--- config.mk ---
export PLATFORM = sky130hd
export DESIGN_NAME = vts_tracker
export DESIGN_NICKNAME = d
export VERILOG_FILES = /design/src/rtl/vts_pkg.sv /design/src/rtl/vts_vec_max.sv /design/src/rtl/vts_dominates.sv /design/src/rtl/vts_page_slot.sv /design/src/rtl/vts_tracker.sv
export SDC_FILE = /design/constraint.sdc
export NUM_CORES = 1
export LEC_CHECK = 0
export ABC_CLOCK_PERIOD_IN_PS = 9800
export CAP_MARGIN = 20
export CORE_UTILIZATION = 60
export DETAILED_ROUTE_END_ITERATION = 8
export DONT_BUFFER_PORTS = 1
export PLACE_DENSITY_LB_ADDON = 0.05
export SLEW_MARGIN = 20
export SYNTH_ARGS = -nofsm -noshare
export SYNTH_HDL_FRONTEND = slang
export SYNTH_HIERARCHICAL = 1
export SYNTH_SLANG_ARGS = --single-unit
--- constraint.sdc ---
create_clock -name clk -period 9.8 [get_ports clk]
set_input_delay 1.96 -clock clk [delete_from_list [all_inputs] [get_ports clk]]
set_output_delay 1.96 -clock clk [all_outputs]
set_load 0.02 [all_outputs]
--- src/rtl/vts_pkg.sv ---
package vts_pkg;

    // Index width for a count of items, never narrower than one bit.
    function automatic int idx_w(input int n);
        return (n <= 2) ? 1 : $clog2(n);
    endfunction

    typedef enum logic {
        ACC_IDLE = 1'b0,
        ACC_WAIT = 1'b1
    } acc_state_e;

endpackage

--- src/rtl/vts_vec_max.sv ---
module vts_vec_max #(
    parameter int NODES = 4,
    parameter int TSW   = 4
) (
    input  logic [NODES*TSW-1:0] a,
    input  logic [NODES*TSW-1:0] b,
    output logic [NODES*TSW-1:0] y
);
    for (genvar i = 0; i < NODES; i++) begin : g_ent
        assign y[i*TSW +: TSW] = (a[i*TSW +: TSW] > b[i*TSW +: TSW]) ?
                                 a[i*TSW +: TSW] : b[i*TSW +: TSW];
    end
endmodule

--- src/rtl/vts_dominates.sv ---
module vts_dominates #(
    parameter int NODES = 4,
    parameter int TSW   = 4
) (
    input  logic [NODES*TSW-1:0] need,
    input  logic [NODES*TSW-1:0] have,
    output logic                 covered
);
    logic [NODES-1:0] le;
    for (genvar i = 0; i < NODES; i++) begin : g_ent
        assign le[i] = need[i*TSW +: TSW] <= have[i*TSW +: TSW];
    end
    assign covered = &le;
endmodule

--- src/rtl/vts_page_slot.sv ---
module vts_page_slot
    import vts_pkg::*;
#(
    parameter int NODES      = 4,
    parameter int TSW        = 4,
    parameter int LOCAL_NODE = 0,
    parameter int NW         = idx_w(NODES)
) (
    input  logic                 clk,
    input  logic                 rst,
    input  logic                 flush_hit,
    input  logic [NW-1:0]        flush_node,
    input  logic [TSW-1:0]       flush_clock,
    input  logic                 rel_hit,
    input  logic [TSW-1:0]       rel_clock,
    input  logic                 acq_hit,
    input  logic [NODES*TSW-1:0] acq_vec,
    input  logic                 grant_hit,
    output logic                 current,
    output logic                 unmapped
);
    localparam int VW = NODES * TSW;

    logic [VW-1:0] arr_q, arr_n;
    logic [VW-1:0] req_q, req_n, req_merged;
    logic          unm_q, cur_after;

    always_comb begin
        arr_n = arr_q;
        for (int i = 0; i < NODES; i++) begin
            if (flush_hit && flush_node == NW'(i) &&
                flush_clock > arr_q[i*TSW +: TSW])
                arr_n[i*TSW +: TSW] = flush_clock;
        end
        if (rel_hit && rel_clock > arr_n[LOCAL_NODE*TSW +: TSW])
            arr_n[LOCAL_NODE*TSW +: TSW] = rel_clock;
    end

    vts_vec_max #(.NODES(NODES), .TSW(TSW)) u_merge (
        .a(req_q), .b(acq_vec), .y(req_merged)
    );
    assign req_n = acq_hit ? req_merged : req_q;

    vts_dominates #(.NODES(NODES), .TSW(TSW)) u_cur_now (
        .need(req_q), .have(arr_q), .covered(current)
    );
    vts_dominates #(.NODES(NODES), .TSW(TSW)) u_cur_next (
        .need(req_n), .have(arr_n), .covered(cur_after)
    );

    always_ff @(posedge clk) begin
        if (rst) begin
            arr_q <= '0;
            req_q <= '0;
            unm_q <= 1'b0;
        end else begin
            arr_q <= arr_n;
            req_q <= req_n;
            if (acq_hit && !cur_after)
                unm_q <= 1'b1;
            else if (grant_hit)
                unm_q <= 1'b0;
        end
    end

    assign unmapped = unm_q;
endmodule

--- src/rtl/vts_tracker.sv ---
module vts_tracker
    import vts_pkg::*;
#(
    parameter int NODES      = 4,
    parameter int PAGES      = 4,
    parameter int TSW        = 4,
    parameter int LOCAL_NODE = 0,
    parameter int NW         = idx_w(NODES),
    parameter int PW         = idx_w(PAGES)
) (
    input  logic                 clk,
    input  logic                 rst,
    input  logic                 flush_valid,
    input  logic [PW-1:0]        flush_page,
    input  logic [NW-1:0]        flush_node,
    input  logic [TSW-1:0]       flush_clock,
    input  logic                 acq_valid,
    input  logic [PW-1:0]        acq_page,
    input  logic [NODES*TSW-1:0] acq_vec,
    input  logic                 rel_valid,
    input  logic [PAGES-1:0]     rel_pages,
    input  logic                 qry_valid,
    input  logic [PW-1:0]        qry_page,
    output logic [PAGES-1:0]     page_current,
    output logic [PAGES-1:0]     page_unmapped,
    output logic                 access_stall,
    output logic                 access_grant,
    output logic [NODES*TSW-1:0] global_lock,
    output logic [TSW-1:0]       local_clock
);
    localparam logic [TSW-1:0] CLK_TOP = '1;

    logic [TSW-1:0]       lclk_q, lclk_n;
    logic [NODES*TSW-1:0] glob_q, glob_merged;
    acc_state_e           acc_q;
    logic [PW-1:0]        acc_page_q;
    logic                 probe_ok, pend_cur;

    // Local logical clock, saturating.
    assign lclk_n = (lclk_q == CLK_TOP) ? lclk_q : lclk_q + 1'b1;

    always_ff @(posedge clk) begin
        if (rst)            lclk_q <= '0;
        else if (rel_valid) lclk_q <= lclk_n;
    end

    // Node-wide requirement vector.
    vts_vec_max #(.NODES(NODES), .TSW(TSW)) u_glob (
        .a(glob_q), .b(acq_vec), .y(glob_merged)
    );

    always_ff @(posedge clk) begin
        if (rst)            glob_q <= '0;
        else if (acq_valid) glob_q <= glob_merged;
    end

    // Per-page state.
    for (genvar p = 0; p < PAGES; p++) begin : g_page
        vts_page_slot #(
            .NODES(NODES), .TSW(TSW), .LOCAL_NODE(LOCAL_NODE), .NW(NW)
        ) u_slot (
            .clk        (clk),
            .rst        (rst),
            .flush_hit  (flush_valid && flush_page == PW'(p)),
            .flush_node (flush_node),
            .flush_clock(flush_clock),
            .rel_hit    (rel_valid && rel_pages[p]),
            .rel_clock  (lclk_n),
            .acq_hit    (acq_valid && acq_page == PW'(p)),
            .acq_vec    (acq_vec),
            .grant_hit  (access_grant && acc_page_q == PW'(p)),
            .current    (page_current[p]),
            .unmapped   (page_unmapped[p])
        );
    end

    // Access probe: captured at an edge, judged on the registered vectors.
    assign probe_ok = qry_valid && (32'(qry_page) < PAGES);
    assign pend_cur = page_current[acc_page_q];

    always_ff @(posedge clk) begin
        if (rst) begin
            acc_q      <= ACC_IDLE;
            acc_page_q <= '0;
        end else begin
            case (acc_q)
                ACC_IDLE: if (probe_ok) begin
                    acc_q      <= ACC_WAIT;
                    acc_page_q <= qry_page;
                end
                ACC_WAIT: if (pend_cur) acc_q <= ACC_IDLE;
                default:  acc_q <= ACC_IDLE;
            endcase
        end
    end

    assign access_grant = (acc_q == ACC_WAIT) &&  pend_cur;
    assign access_stall = (acc_q == ACC_WAIT) && !pend_cur;
    assign global_lock  = glob_q;
    assign local_clock  = lclk_q;
endmodule

==> metrics.log, run 1 <==
INFO  metric timing.final.crit_period = approximately 5.5 ns
INFO  metric synth.top_cell.area_share = 0.239
INFO  metric timing.final.crit_share = 0.561
INFO  metric yosys_register_bits = around 160
INFO  metric syn-cell-area = around 0.015 mm2
INFO  metric finalHoldViolCount = 0
INFO  metric start_kind = input pin
INFO  metric timing.critical_path.to_type = flip-flop
INFO  metric top_usage_layer = met2
INFO  metric firstDrtPassIters = 4
INFO  metric largest_cells_by_area_after_synthesis = sky130_fd_sc_hd__ha_1, sky130_fd_sc_hd__dfxtp_1, sky130_fd_sc_hd__mux2_2, sky130_fd_sc_hd__inv_1, sky130_fd_sc_hd__nor2b_1
INFO  metric mostFrequentLayoutCell = sky130_fd_sc_hd__ha_1
INFO  metric crit_family = simple AND/OR/NAND/NOR gates
INFO  metric die_height = roughly 160 um
INFO  metric worst_setup_hold_path_clk_slew = ~0.070 ns
INFO  metric grt_first_pass_wirelength = ~56 mm
INFO  metric ctsHtreeMaxLevel = 4
INFO  metric timing_worst_slew_pin_value = ~0.99 ns
INFO  metric boundaryPins = 68
INFO  metric clock-root-buffer = sky130_fd_sc_hd__clkbuf_16
INFO  metric initial_utilization = 0.617
INFO  metric final.hold.worst_slack = ~0.58 ns
INFO  metric drive_gt1_frac = 0.186
INFO  metric critPathMaxStageDelay = about 0.57 ns
INFO  metric nFillCells = around 2100
INFO  metric synth-seq-area-share = 0.205
INFO  metric floorplan.die_area = 0.0259 mm2
INFO  metric grt_pass1_vias = approximately 11000
INFO  metric syn-mean-instance-area = 9.44 um2
INFO  metric yosysUniqueCellTypes = 44
INFO  metric avgRoutedWirePerCell = about 17 um
INFO  metric worstPathMaxFanout = 12
INFO  metric critPathSlowestCell = sky130_fd_sc_hd__nor3b_1
INFO  metric grt_antenna_before_repair = 1
INFO  metric worstPathCellList = nor3b_1 > nor3b_2 > nand2_1 > a21oi_4 > mux2i_1 > ha_1 > nor2b_1 > o211ai_1 > a21o_1 > nor2_1 > a21oi_1 > inv_1 > ha_1 > nor2b_1 > o211ai_1 > a21oi_1 > nor4_2 > nand2b_1 > a21oi_1
INFO  metric power.leakage = between 6 and 7 nW
INFO  metric globalRoute.totalOverflow = 0
INFO  metric final.setup.worst_slack = between 4 and 5 ns
INFO  metric fin_nets = just under 2000
INFO  metric viasPerCell = ~5.7
INFO  metric netlist.top_cell.by_area = sky130_fd_sc_hd__ha_1
INFO  metric die_w = approximately 160 um
INFO  metric placement.io_buffers = 0
INFO  metric cts_max_path_buffers = 2
INFO  metric fp_rows = 57
INFO  metric grt_use_met1 = 0.340
INFO  metric mostFrequentLayoutCells = sky130_fd_sc_hd__ha_1, sky130_fd_sc_hd__inv_1, sky130_fd_sc_hd__nor2b_1, sky130_fd_sc_hd__dfxtp_1, sky130_fd_sc_hd__a21oi_1
INFO  metric critical_path_required = 10.11 ns
INFO  metric place_ws = approximately 4 ns
INFO  metric yosys_warnings = 6
INFO  metric grt_start_max_net_pins = 158
INFO  metric overall_via_count_from_detail_route = approximately 11000
INFO  metric sequential_cell_area = between 0.003 and 0.004 mm2
INFO  metric clock_sinks = 155
INFO  metric worst_hold_path_type = reg2reg
INFO  metric timing.max_slew.rel_slack = 0.340
INFO  metric drt-initial-drc-count = between 400 and 500
INFO  metric antenna_cells = 0
INFO  metric global_route.usage.total = 0.269
INFO  metric report.final.slew_viol_count = 0
INFO  metric resized_cells_post_cts = 0
INFO  metric grt_setup_unrepaired = false
INFO  metric ir_drop = between 90 and 100 uV
INFO  metric synthToLayoutAreaGrowth = 6.23%
INFO  metric bufs_and_invs_on_worst_path = 1
INFO  metric achievable-frequency = between 0.15 and 0.2 GHz
INFO  metric globalplace.congestion = 0.805
INFO  metric drt.antenna.violating_nets = 0
INFO  metric grtUsageMet2 = 0.478
INFO  metric setup_viol_count_final = 0
INFO  metric placeableCoreArea = 0.0245 mm2
INFO  metric cts-hold-fix-buffers = 0
INFO  metric met3_grt_util = 0.0421
INFO  metric cap_viol_max_count = 0
INFO  metric synth_cells = between 1500 and 2000
INFO  metric hpwl = approximately 25 mm
INFO  metric crit_path_frequent_cell = sky130_fd_sc_hd__a21oi_1
INFO  metric final_clock_skew = roughly 0.010 ns
INFO  metric clock_insertion_delay_worst_skew = approximately 0.43 ns
INFO  metric outcome = finished, final reports clean
INFO  metric tns = 0 ns
INFO  metric routed_wl = 33.7 mm
INFO  metric post-cts-setup-buffers = 0
INFO  metric worst-setup-path-type = in2reg
INFO  metric power_per_cell_area = 126 mW/mm2
INFO  metric multiInputGateArea = around 0.011 mm2
INFO  metric cts_tree = built
INFO  metric post-route-util = 0.655
INFO  metric signal_arrival_time_at_the_worst_endpoint = just under 6 ns
INFO  metric cts_buffers = 17
INFO  metric syn-num-nets = around 1900
INFO  metric drcViolationCount = 0
## worst reg2reg max path, delay by kind of cell (launching register included)
| family | cells | cell delay (ns) |
|---|---|---|
| adder cells (fa/ha/maj) | 3 | 0.92 |
| AO/OA/AOI/OAI | 5 | 0.80 |
| XOR/XNOR | 1 | 0.75 |
| buffers and inverters | 2 | 0.16 |
| flip-flops | 1 | 0.58 |
| AND/OR/NAND/NOR | 7 | 1.00 |
## power by group
part	leakage (nW)	switching (mW)	internal, mW
clock network	0.310	0.296	0.423
logic	5.35	0.310	0.284
registers	1.26	0.0445	0.661
total	6.92	0.651	1.37
## metal layers
| metal | wire length, um | vias to the layer above |
|---|---|---|
| met5 | 0 | - |
| met4 | 514 | 0 |
| met3 | 1270 | 30 |
| met2 | 16200 | 139 |
| met1 | 15700 | 5171 |
| li1 | - | 5659 |
## metrics by stage
step / std cells / power, mW / area (um2)
2_1_floorplan: 1603 / 1.20 / 15100
3_3_place_gp: 1901 / 1.30 / 15400
3_5_place_dp: 1901 / 1.32 / 15400
4_1_cts: 1933 / 2.04 / 16100
5_1_grt: 1933 / 2.15 / 16100
6_report: 1933 / 2.02 / 16100
## cell type report
| type | instances | area share |
|---|---|---|
| Clock buffer | 19 | 0.0282 |
| Multi-Input combinational cell | 1151 | 0.678 |
| Inverter | 268 | 0.0626 |
| Sequential cell | 155 | 0.193 |
| Clock inverter | 13 | 0.0112 |
| Timing Repair Buffer | 3 | 0.00140 |
| Tap cell | 324 | 0.0252 |
## flip-flops by register name (all words and copies together) (netlist names)
| signal | flops |
|---|---|
| g_page.u_slot/unmapped | 4 |
| acc_page_q | 2 |
| g_page.u_slot/arr_q | 64 |
| acc_q | 1 |
| global_lock | 16 |
| local_clock | 4 |
| g_page.u_slot/req_q | 64 |
## worst paths after layout
path,start,end,slack [ns],cells after the start
min reg2reg,g_page[3].u_slot/unmapped,g_page[3].u_slot/unmapped,0.58,2
min,g_page[3].u_slot/unmapped,g_page[3].u_slot/unmapped,0.58,2
max,flush_page[1],g_page[0].u_slot/unmapped,4.30,19
max reg2reg,local_clock[0],g_page[1].u_slot/unmapped,5.46,18
## synth_stat cells
cell                       count
sky130_fd_sc_hd__a211oi_1      4
sky130_fd_sc_hd__a211oi_2     12
sky130_fd_sc_hd__a21o_1        4
sky130_fd_sc_hd__a21oi_1     117
sky130_fd_sc_hd__a21oi_2      17
sky130_fd_sc_hd__a21oi_4      19
sky130_fd_sc_hd__and2_1        5
sky130_fd_sc_hd__and2_4        1
sky130_fd_sc_hd__and2b_2       1
sky130_fd_sc_hd__and3_1        2
sky130_fd_sc_hd__and3b_1       2
sky130_fd_sc_hd__and4_1       39
sky130_fd_sc_hd__and4_2        6
sky130_fd_sc_hd__and4b_2       2
sky130_fd_sc_hd__and4bb_2      1
sky130_fd_sc_hd__buf_2        14
sky130_fd_sc_hd__clkbuf_1     15
sky130_fd_sc_hd__dfxtp_1     155
sky130_fd_sc_hd__ha_1        289
sky130_fd_sc_hd__inv_1       268
sky130_fd_sc_hd__mux2_1       65
sky130_fd_sc_hd__mux2_2      114
sky130_fd_sc_hd__mux2_4       15
sky130_fd_sc_hd__mux2i_1      35
sky130_fd_sc_hd__mux4_2        1
sky130_fd_sc_hd__nand2_1      10
sky130_fd_sc_hd__nand2b_1     12
sky130_fd_sc_hd__nand3_1       3
sky130_fd_sc_hd__nand3b_1      1
sky130_fd_sc_hd__nand4_1      33
sky130_fd_sc_hd__nand4b_1      9
sky130_fd_sc_hd__nor2_1       47
sky130_fd_sc_hd__nor2b_1     157
sky130_fd_sc_hd__nor2b_4      28
sky130_fd_sc_hd__nor3_2        1
sky130_fd_sc_hd__nor3b_1       2
sky130_fd_sc_hd__nor3b_2       4
sky130_fd_sc_hd__nor4_2        8
sky130_fd_sc_hd__o211ai_1     33
sky130_fd_sc_hd__o211ai_2     32
sky130_fd_sc_hd__o21a_1        1
sky130_fd_sc_hd__o21ai_0      10
sky130_fd_sc_hd__o21ai_1       8
sky130_fd_sc_hd__xor2_1        1
## logic make-up (layout without fill, tap and decap cells)
| group | Yosys count | count (layout) | synth area share |
|---|---|---|---|
| adders and majority gates | 289 | 289 | 0.239 |
| and+or+nand+nor | 374 | 374 | 0.176 |
| buffers and inverters | 297 | 303 | 0.0748 |
| AOI/OAI and AO/OA | 257 | 257 | 0.132 |
| DFF | 155 | 155 | 0.205 |
| muxes | 230 | 230 | 0.173 |
| xor gates and xnor gates | 1 | 1 | 0.000579 |
No activity file was read; power rests on OpenSTA's default activity.
==> run 2, diff against run 1 <==
--- a/config.mk
+++ b/config.mk
@@ -5,7 +5,7 @@
 export SDC_FILE = /design/constraint.sdc
 export NUM_CORES = 1
 export LEC_CHECK = 0
-export ABC_CLOCK_PERIOD_IN_PS = 9800
+export ABC_CLOCK_PERIOD_IN_PS = 5050
 export CAP_MARGIN = 20
 export CORE_UTILIZATION = 60
 export DETAILED_ROUTE_END_ITERATION = 8
==> constraint.sdc (replaced) <==
create_clock -name clk -period 5.05 [get_ports clk]
set_input_delay 1.01 -clock clk [delete_from_list [all_inputs] [get_ports clk]]
set_output_delay 1.01 -clock clk [all_outputs]
set_load 0.02 [all_outputs]
==> metrics.log, run 2 (synthesis results as in run 1) <==
INFO  metric outcome = finished, final reports clean (unchanged)
INFO  metric setup.reg_to_reg.worst_slack = 0.99 ns (was 5.46 ns)
INFO  metric worst_r2r_startpoint = g_page[1].u_slot/arr_q[1] (was local_clock[0])
INFO  metric timing.max_slew.rel_slack = 0.292 (was 0.340)
INFO  metric grt_antenna_before_repair = 0 (was 1)
INFO  metric design_area = 0.0161 mm2 (about the same)
INFO  metric crit_family = simple AND/OR/NAND/NOR gates (unchanged)
INFO  metric floorplan.die_area = 0.0259 mm2 (unchanged)
INFO  metric post-cts-setup-buffers = 0 (unchanged)
INFO  metric endpoint = g_page[3].u_slot/unmapped (was g_page[0].u_slot/unmapped)
INFO  metric viasPerCell = 5.73 (was 5.69)
INFO  metric share_seq_of_total_power = 0.351 (was 0.349)
INFO  metric globalplace.congestion = 0.831 (was 0.805)
INFO  metric fin_cells = 1944 (was 1933)
INFO  metric initial_utilization = 0.617 (unchanged)
INFO  metric ctsHtreeMaxLevel = 4 (unchanged)
INFO  metric sw_frac_of_total = 0.340 (was 0.322)
INFO  metric achievable-frequency = about 0.24 GHz
INFO  metric timing.rr.end = g_page[1].u_slot/unmapped (unchanged)
INFO  metric r2r.worst_path.cells = 20 (was 18)
INFO  metric routed_wl = 34.6 mm (was 33.7 mm)
INFO  metric timing.critical_path.to_type = flip-flop (unchanged)
INFO  metric grt_setup_unrepaired = false (unchanged)
INFO  metric critPathSlowestCell = sky130_fd_sc_hd__a21o_1 (was sky130_fd_sc_hd__nor3b_1)
INFO  metric power = 3.90 mW (was 2.02 mW)
INFO  metric bufs_and_invs_on_worst_path = 1 (unchanged)
INFO  metric cellInternalPower = 2.57 mW (was 1.37 mW)
INFO  metric clock_insertion_delay_worst_skew = 0.44 ns (was 0.43 ns)
INFO  metric worst_setup_hold_path_clk_slew = 0.06 ns (was 0.07 ns)
INFO  metric fp_rows = 57 (unchanged)
INFO  metric boundaryPins = 68 (unchanged)
INFO  metric mostFrequentLayoutCell = sky130_fd_sc_hd__ha_1 (unchanged)
INFO  metric crit_path_frequent_cell = sky130_fd_sc_hd__a21oi_1 (unchanged)
INFO  metric cts-hold-fix-buffers = 0 (unchanged)
INFO  metric worstPathCellList = and3_1 > nor3b_2 > nand2_1 > a21oi_4 > mux2i_1 > ha_1 > nor2b_1 > o211ai_1 > a21o_1 > nor2_1 > a21oi_1 > inv_1 > ha_1 > nor2b_1 > o211ai_1 > a21oi_1 > nor4_2 > nand2b_1 > a21oi_1 (was nor3b_1 > nor3b_2 > nand2_1 > a21oi_4 > mux2i_1 > ha_1 > nor2b_1 > o211ai_1 > a21o_1 > nor2_1 > a21oi_1 > inv_1 > ha_1 > nor2b_1 > o211ai_1 > a21oi_1 > nor4_2 > nand2b_1 > a21oi_1)
INFO  metric drt-initial-drc-count = 425 (was 469)
INFO  metric finalHoldViolCount = 0 (unchanged)
INFO  metric globalRoute.totalOverflow = 0 (unchanged)
INFO  metric ir_drop = 175 uV (was 97.1 uV)
INFO  metric overall_via_count_from_detail_route = 11100 (was 11000)
INFO  metric firstDrtPassIters = 4 (unchanged)
INFO  metric place_ws = 0.338 ns (was 3.91 ns)
INFO  metric worst_hold_path_type = reg2reg (unchanged)
INFO  metric hpwl = 25.7 mm (was 25.2 mm)
INFO  metric placed_cells = 1911 (was 1901)
INFO  metric report.final.slew_viol_count = 0 (unchanged)
INFO  metric timing_worst_slew_pin_value = 1.06 ns (was 0.990 ns)
INFO  metric avgRoutedWirePerCell = 17.8 um (was 17.4 um)
INFO  metric grt_start_max_net_pins = 158 (unchanged)
INFO  metric comb_power_share = 0.306 (was 0.294)
INFO  metric tns = 0 ns (unchanged)
INFO  metric cts_buffers = 17 (unchanged)
INFO  metric clock-root-buffer = sky130_fd_sc_hd__clkbuf_16 (unchanged)
INFO  metric start_kind = input pin (unchanged)
INFO  metric power_per_cell_area = 242 mW/mm2 (was 126 mW/mm2)
INFO  metric worst-setup-path-type = in2reg (unchanged)
INFO  metric die_height = 161 um (unchanged)
INFO  metric cp-startpoint = flush_valid (was flush_page[1])
INFO  metric cts_tree = built (unchanged)
INFO  metric synthToLayoutAreaGrowth = 6.45% (was 6.23%)
INFO  metric clock_sinks = 155 (unchanged)
INFO  metric final.setup.worst_slack = 0.802 ns (was 4.30 ns)
INFO  metric global_route.usage.total = 0.274 (was 0.269)
INFO  metric power.leakage = 6.96 nW (was 6.92 nW)
INFO  metric cap_viol_max_count = 0 (unchanged)
INFO  metric placement.io_buffers = 0 (unchanged)
INFO  metric drive_gt1_frac = 0.191 (was 0.186)
INFO  metric timing.final.crit_period = approximately 4.2 ns
INFO  metric critPathMaxStageDelay = 0.37 ns (was 0.57 ns)
INFO  metric switching_power = 1.32 mW (was 0.651 mW)
INFO  metric setup_viol_count_final = 0 (unchanged)
INFO  metric grt_first_pass_wirelength = 56.4 mm (was 55.5 mm)
INFO  metric timing.critical_path.depth = 19 (unchanged)
INFO  metric p_clk_frac = 0.343 (was 0.356)
INFO  metric final_clock_skew = 0.0146 ns (was 0.0104 ns)
INFO  metric resized_cells_post_cts = 0 (unchanged)
INFO  metric placeableCoreArea = 0.0245 mm2 (unchanged)
INFO  metric grt_pass1_vias = 11000 (about the same)
INFO  metric dpl-instance-area = 0.0155 mm2 (was 0.0154 mm2)
INFO  metric mostFrequentLayoutCells = sky130_fd_sc_hd__ha_1, sky130_fd_sc_hd__inv_1, sky130_fd_sc_hd__nor2b_1, sky130_fd_sc_hd__dfxtp_1, sky130_fd_sc_hd__a21oi_1 (unchanged)
INFO  metric timing.final.crit_share = 0.841
INFO  metric fin_nets = 1933 (was 1923)
INFO  metric worstPathMaxFanout = 12 (unchanged)
INFO  metric critical_path_required = 5.37 ns (was 10.11 ns)
INFO  metric drcViolationCount = 0 (unchanged)
INFO  metric cts_max_path_buffers = 2 (unchanged)
INFO  metric die_w = 161 um (unchanged)
INFO  metric signal_arrival_time_at_the_worst_endpoint = 4.57 ns (was 5.81 ns)
INFO  metric drt.antenna.violating_nets = 0 (unchanged)
==> run 2: per-stage QoR <==
| stage | utilization | hold slack, ns |
|---|---|---|
| finish | 0.656 | 0.581 |
| global route | 0.656 | 0.605 |
| CTS | 0.656 | 0.582 |
| detailed placement | 0.632 | 0.574 |
| global placement | 0.632 | 0.577 |
| floorplan | - | 0.527 |
==> run 2: area by class of cell <==
class	instances	area (um2)
Multi-Input combinational cell	1151	10900
Clock buffer	18	439
Timing Repair Buffer	13	97.6
Fill cell	2089	8430
Sequential cell	155	3100
Antenna cell	1	2.50
Tap cell	324	405
Inverter	268	1010
Clock inverter	14	150
==> run 2: power groups by stage <==
stage / Combinational, mW / Sequential (mW) / Clock (mW)
2_1_floorplan: 0.958 / 1.37 / 0
3_3_place_gp: 1.14 / 1.40 / 0
3_5_place_dp: 1.18 / 1.40 / 0
4_1_cts: 1.19 / 1.37 / 1.37
5_1_grt: 1.33 / 1.38 / 1.41
6_report: 1.19 / 1.37 / 1.34
==> run 2: worst reg2reg max path: stages (launching register included) <==
cell                       delay [ns]
sky130_fd_sc_hd__dfxtp_1         0.36
sky130_fd_sc_hd__inv_1           0.06
sky130_fd_sc_hd__ha_1            0.28
sky130_fd_sc_hd__nor2b_1         0.19
sky130_fd_sc_hd__o211ai_2        0.12
sky130_fd_sc_hd__a21oi_4         0.22
sky130_fd_sc_hd__mux2i_1         0.36
sky130_fd_sc_hd__ha_1            0.31
sky130_fd_sc_hd__nor2b_1         0.14
sky130_fd_sc_hd__o211ai_1        0.16
sky130_fd_sc_hd__a21o_1          0.37
sky130_fd_sc_hd__nor2_1          0.12
sky130_fd_sc_hd__a21oi_1         0.13
sky130_fd_sc_hd__inv_1           0.05
sky130_fd_sc_hd__ha_1            0.27
sky130_fd_sc_hd__nor2b_1         0.13
sky130_fd_sc_hd__o211ai_1        0.15
sky130_fd_sc_hd__a21oi_1         0.13
sky130_fd_sc_hd__nor4_2          0.20
sky130_fd_sc_hd__nand2b_1        0.13
sky130_fd_sc_hd__a21oi_1         0.06
==> run 2: worst min path at each step <==
stage	slack, ns	end	depth (start not counted)	startpoint
3_5_place_dp	0.57	g_page[3].u_slot/unmapped	2	g_page[3].u_slot/unmapped
6_report	0.58	g_page[3].u_slot/unmapped	2	g_page[3].u_slot/unmapped
2_1_floorplan	0.53	acc_page_q[1]	2	acc_page_q[1]
5_1_grt	0.61	g_page[3].u_slot/unmapped	2	g_page[3].u_slot/unmapped
3_3_place_gp	0.58	g_page[3].u_slot/unmapped	2	g_page[3].u_slot/unmapped
4_1_cts	0.58	g_page[3].u_slot/unmapped	2	g_page[3].u_slot/unmapped
==> run 2: metal layers <==
metal  global-route usage  vias to the layer above  part of all wire  wire length [um]
met5                    0                        -                 0                 0
met4               0.0725                        0             0.017               601
met3               0.0449                       28             0.031              1060
met2                0.480                      134              0.48             16400
met1                0.347                     5299              0.48             16500
li1                     -                     5670                 -                 -
==> run 3, diff against run 2 <==
--- a/config.mk
+++ b/config.mk
@@ -5,7 +5,7 @@
 export SDC_FILE = /design/constraint.sdc
 export NUM_CORES = 1
 export LEC_CHECK = 0
-export ABC_CLOCK_PERIOD_IN_PS = 5050
+export ABC_CLOCK_PERIOD_IN_PS = 3980
 export CAP_MARGIN = 20
 export CORE_UTILIZATION = 60
 export DETAILED_ROUTE_END_ITERATION = 8
==> constraint.sdc (replaced) <==
create_clock -name clk -period 3.98 [get_ports clk]
set_input_delay 0.796 -clock clk [delete_from_list [all_inputs] [get_ports clk]]
set_output_delay 0.796 -clock clk [all_outputs]
set_load 0.02 [all_outputs]
==> metrics.log, run 3 (synthesis results as in run 1) <==
INFO  metric grt_use_met1 = 0.360 (was 0.347)
INFO  metric ir_drop = 249 uV (was 175 uV)
INFO  metric drt-initial-drc-count = 504 (was 425)
INFO  metric synthToLayoutAreaGrowth = 9.04% (was 6.45%)
INFO  metric grt_start_max_net_pins = 158 (unchanged)
INFO  metric overall_via_count_from_detail_route = 11300 (was 11100)
INFO  metric mostFrequentLayoutCell = sky130_fd_sc_hd__ha_1 (unchanged)
INFO  metric clock-root-buffer = sky130_fd_sc_hd__clkbuf_16 (unchanged)
INFO  metric met3_grt_util = 0.0467 (was 0.0449)
INFO  metric report.final.slew_viol_count = 0 (unchanged)
INFO  metric ctsHtreeMaxLevel = 4 (unchanged)
INFO  metric outcome = finished, final reports clean (unchanged)
INFO  metric sequential_cell_area = 0.00311 mm2 (was 0.00310 mm2)
INFO  metric grt_first_pass_wirelength = 58.4 mm (was 56.4 mm)
INFO  metric worstPathCellList = inv_1 > ha_1 > nor2b_2 > o211ai_2 > a21oi_4 > mux2i_2 > inv_1 > ha_1 > nor2b_1 > o211ai_1 > a21o_1 > buf_4 > a21oi_1 > inv_1 > ha_1 > nor2b_1 > o211ai_1 > a21oi_2 > nor4_2 > nand2b_1 > a21oi_1 (was and3_1 > nor3b_2 > nand2_1 > a21oi_4 > mux2i_1 > ha_1 > nor2b_1 > o211ai_1 > a21o_1 > nor2_1 > a21oi_1 > inv_1 > ha_1 > nor2b_1 > o211ai_1 > a21oi_1 > nor4_2 > nand2b_1 > a21oi_1)
INFO  metric worst-setup-path-type = reg2reg (was in2reg)
INFO  metric worst_hold_path_type = in2reg (was reg2reg)
INFO  metric timing.critical_path.to_type = flip-flop (unchanged)
INFO  metric floorplan.die_area = 0.0259 mm2 (unchanged)
INFO  metric firstDrtPassIters = 7 (was 4)
INFO  metric drive_gt1_frac = 0.226 (was 0.191)
INFO  metric avgRoutedWirePerCell = 17.8 um (about the same)
INFO  metric grt_pass1_vias = 11600 (was 11000)
INFO  metric boundaryPins = 68 (unchanged)
INFO  metric placeableCoreArea = 0.0245 mm2 (unchanged)
INFO  metric power.leakage = 7.16 nW (was 6.96 nW)
INFO  metric top_usage_layer = met2 (unchanged)
INFO  metric initial_utilization = 0.617 (unchanged)
INFO  metric die_height = 161 um (unchanged)
INFO  metric globalRoute.totalOverflow = 0 (unchanged)
INFO  metric clock_sinks = 155 (unchanged)
INFO  metric signal_arrival_time_at_the_worst_endpoint = 4.08 ns (was 4.57 ns)
INFO  metric place_ws = -0.166 ns (was 0.338 ns)
INFO  metric timing.final.crit_period = between 3 and 4 ns
INFO  metric start_kind = flip-flop (was input pin)
INFO  metric critical_path_required = 4.32 ns (was 5.37 ns)
INFO  metric cts_max_path_buffers = 2 (unchanged)
INFO  metric grt_antenna_before_repair = 0 (unchanged)
INFO  metric cap_viol_max_count = 0 (unchanged)
INFO  metric nFillCells = 2066 (was 2089)
INFO  metric die_w = 161 um (unchanged)
INFO  metric globalplace.congestion = 0.834 (was 0.831)
INFO  metric mostFrequentLayoutCells = sky130_fd_sc_hd__ha_1, sky130_fd_sc_hd__inv_1, sky130_fd_sc_hd__nor2b_1, sky130_fd_sc_hd__dfxtp_1 (was sky130_fd_sc_hd__ha_1, sky130_fd_sc_hd__inv_1, sky130_fd_sc_hd__nor2b_1, sky130_fd_sc_hd__dfxtp_1, sky130_fd_sc_hd__a21oi_1)
INFO  metric finalHoldViolCount = 0 (unchanged)
INFO  metric power_per_cell_area = 302 mW/mm2 (was 242 mW/mm2)
INFO  metric critPathMaxStageDelay = 0.35 ns (was 0.37 ns)
INFO  metric worstPathMaxFanout = 9 (was 12)
INFO  metric routed_wl = 35.3 mm (was 34.6 mm)
INFO  metric global_route.usage.total = 0.284 (was 0.274)
INFO  metric antenna_cells = 0 (was 1)
INFO  metric clock_insertion_delay_worst_skew = 0.43 ns (was 0.44 ns)
INFO  metric achievable-frequency = 0.268 GHz
INFO  metric grtUsageMet2 = 0.491 (was 0.480)
INFO  metric timing.final.crit_share = 0.938
INFO  metric cts_tree = built (unchanged)
INFO  metric r2r.worst_path.cells = 21 (was 20)
INFO  metric cts_buffers = 17 (unchanged)
INFO  metric fin_nets = 1978 (was 1933)
INFO  metric setup_viol_count_final = 0 (unchanged)
INFO  metric design_area = 0.0165 mm2 (was 0.0161 mm2)
INFO  metric final.setup.worst_slack = 0.245 ns (was 0.802 ns)
INFO  metric dpl-instance-area = 0.0159 mm2 (was 0.0155 mm2)
INFO  metric timing_worst_slew_pin_value = 0.481 ns (was 1.06 ns)
INFO  metric multiInputGateArea = 0.0110 mm2 (was 0.0109 mm2)
INFO  metric post-route-util = 0.672 (was 0.656)
INFO  metric drcViolationCount = 0 (unchanged)
INFO  metric viasPerCell = 5.70 (was 5.73)
INFO  metric cts-hold-fix-buffers = 0 (unchanged)
INFO  metric critPathSlowestCell = sky130_fd_sc_hd__dfxtp_2 (was sky130_fd_sc_hd__a21o_1)
INFO  metric timing.max_slew.rel_slack = 0.680 (was 0.292)
INFO  metric final_clock_skew = 0.0135 ns (was 0.0146 ns)
INFO  metric placement.io_buffers = 0 (unchanged)
INFO  metric worst_setup_hold_path_clk_slew = 0.07 ns (was 0.06 ns)
INFO  metric drt.antenna.violating_nets = 0 (unchanged)
INFO  metric whs_path_depth = 1 (was 2)
INFO  metric hpwl = 26.5 mm (was 25.7 mm)
INFO  metric fp_rows = 57 (unchanged)
-- run 3: changes by cell type in the layout (fill, tap and decap cells not counted), sizes merged --
cell | previous run | this run
inv | 277 | 270
clkbuf | 18 | 20
diode | 1 | 0
buf | 13 | 58
clkinvlp | 0 | 5
-- run 3: area by class of cell --
class | instances | share of cell area
clock inverters | 12 | 0.00705
inverters | 268 | 0.0610
repair buffers | 58 | 0.0264
flip-flops and latches | 155 | 0.189
well taps | 324 | 0.0246
clock buffers | 20 | 0.0277
multi-input cells | 1151 | 0.665
-- run 3: worst max-delay path, delay by kind of cell (launching register included) --
family / cells / cell delay (ns)
AOI/OAI and AO/OA: 8 / 1.27
adders and majority gates: 3 / 0.74
buffers and inverters: 4 / 0.34
DFF: 1 / 0.35
muxes: 1 / 0.28
and+or+nand+nor: 5 / 0.66
-- run 3: worst paths after layout --
| path | from | endpoint | slack, ns |
|---|---|---|---|
| worst min register to register | acc_page_q[1] | acc_page_q[1] | 0.63 |
| worst max register to register | g_page[1].u_slot/arr_q[1] | g_page[1].u_slot/unmapped | 0.24 |
| worst min-delay path | rst | g_page[3].u_slot/arr_q[3] | 0.42 |
| worst max-delay path | g_page[1].u_slot/arr_q[1] | g_page[1].u_slot/unmapped | 0.24 |
-- run 3: layer usage --
metal / share of wire / wire length (um)
met1: 0.47 / 16500
met2: 0.48 / 16800
met3: 0.037 / 1320
met4: 0.018 / 652
met5: 0 / 0
-- run 3: what timing repair did --
item                       CTS  global route
resized for setup            0            16
setup endpoints to repair    0             4
buffers inserted             0             1
-- run 3: metrics by stage --
step / setup TNS [ns] / total power, mW / hold WS (ns) / instances
global route: -0.0336 / 5.28 / 0.402 / 1988
detailed placement: -0.520 / 3.37 / 0.606 / 1955
floorplan: 0 / 2.97 / 0.527 / 1603
CTS: 0 / 4.98 / 0.414 / 1987
finish: 0 / 4.98 / 0.424 / 1988
global placement: 0 / 3.31 / 0.602 / 1955
-- run 3: report_power, final --
group          internal, mW  total (mW)  switching, mW
Combinational         0.820        1.64          0.821
Clock                 0.900        1.60          0.705
Sequential             1.63        1.74          0.108
Total                  3.35        4.98           1.63
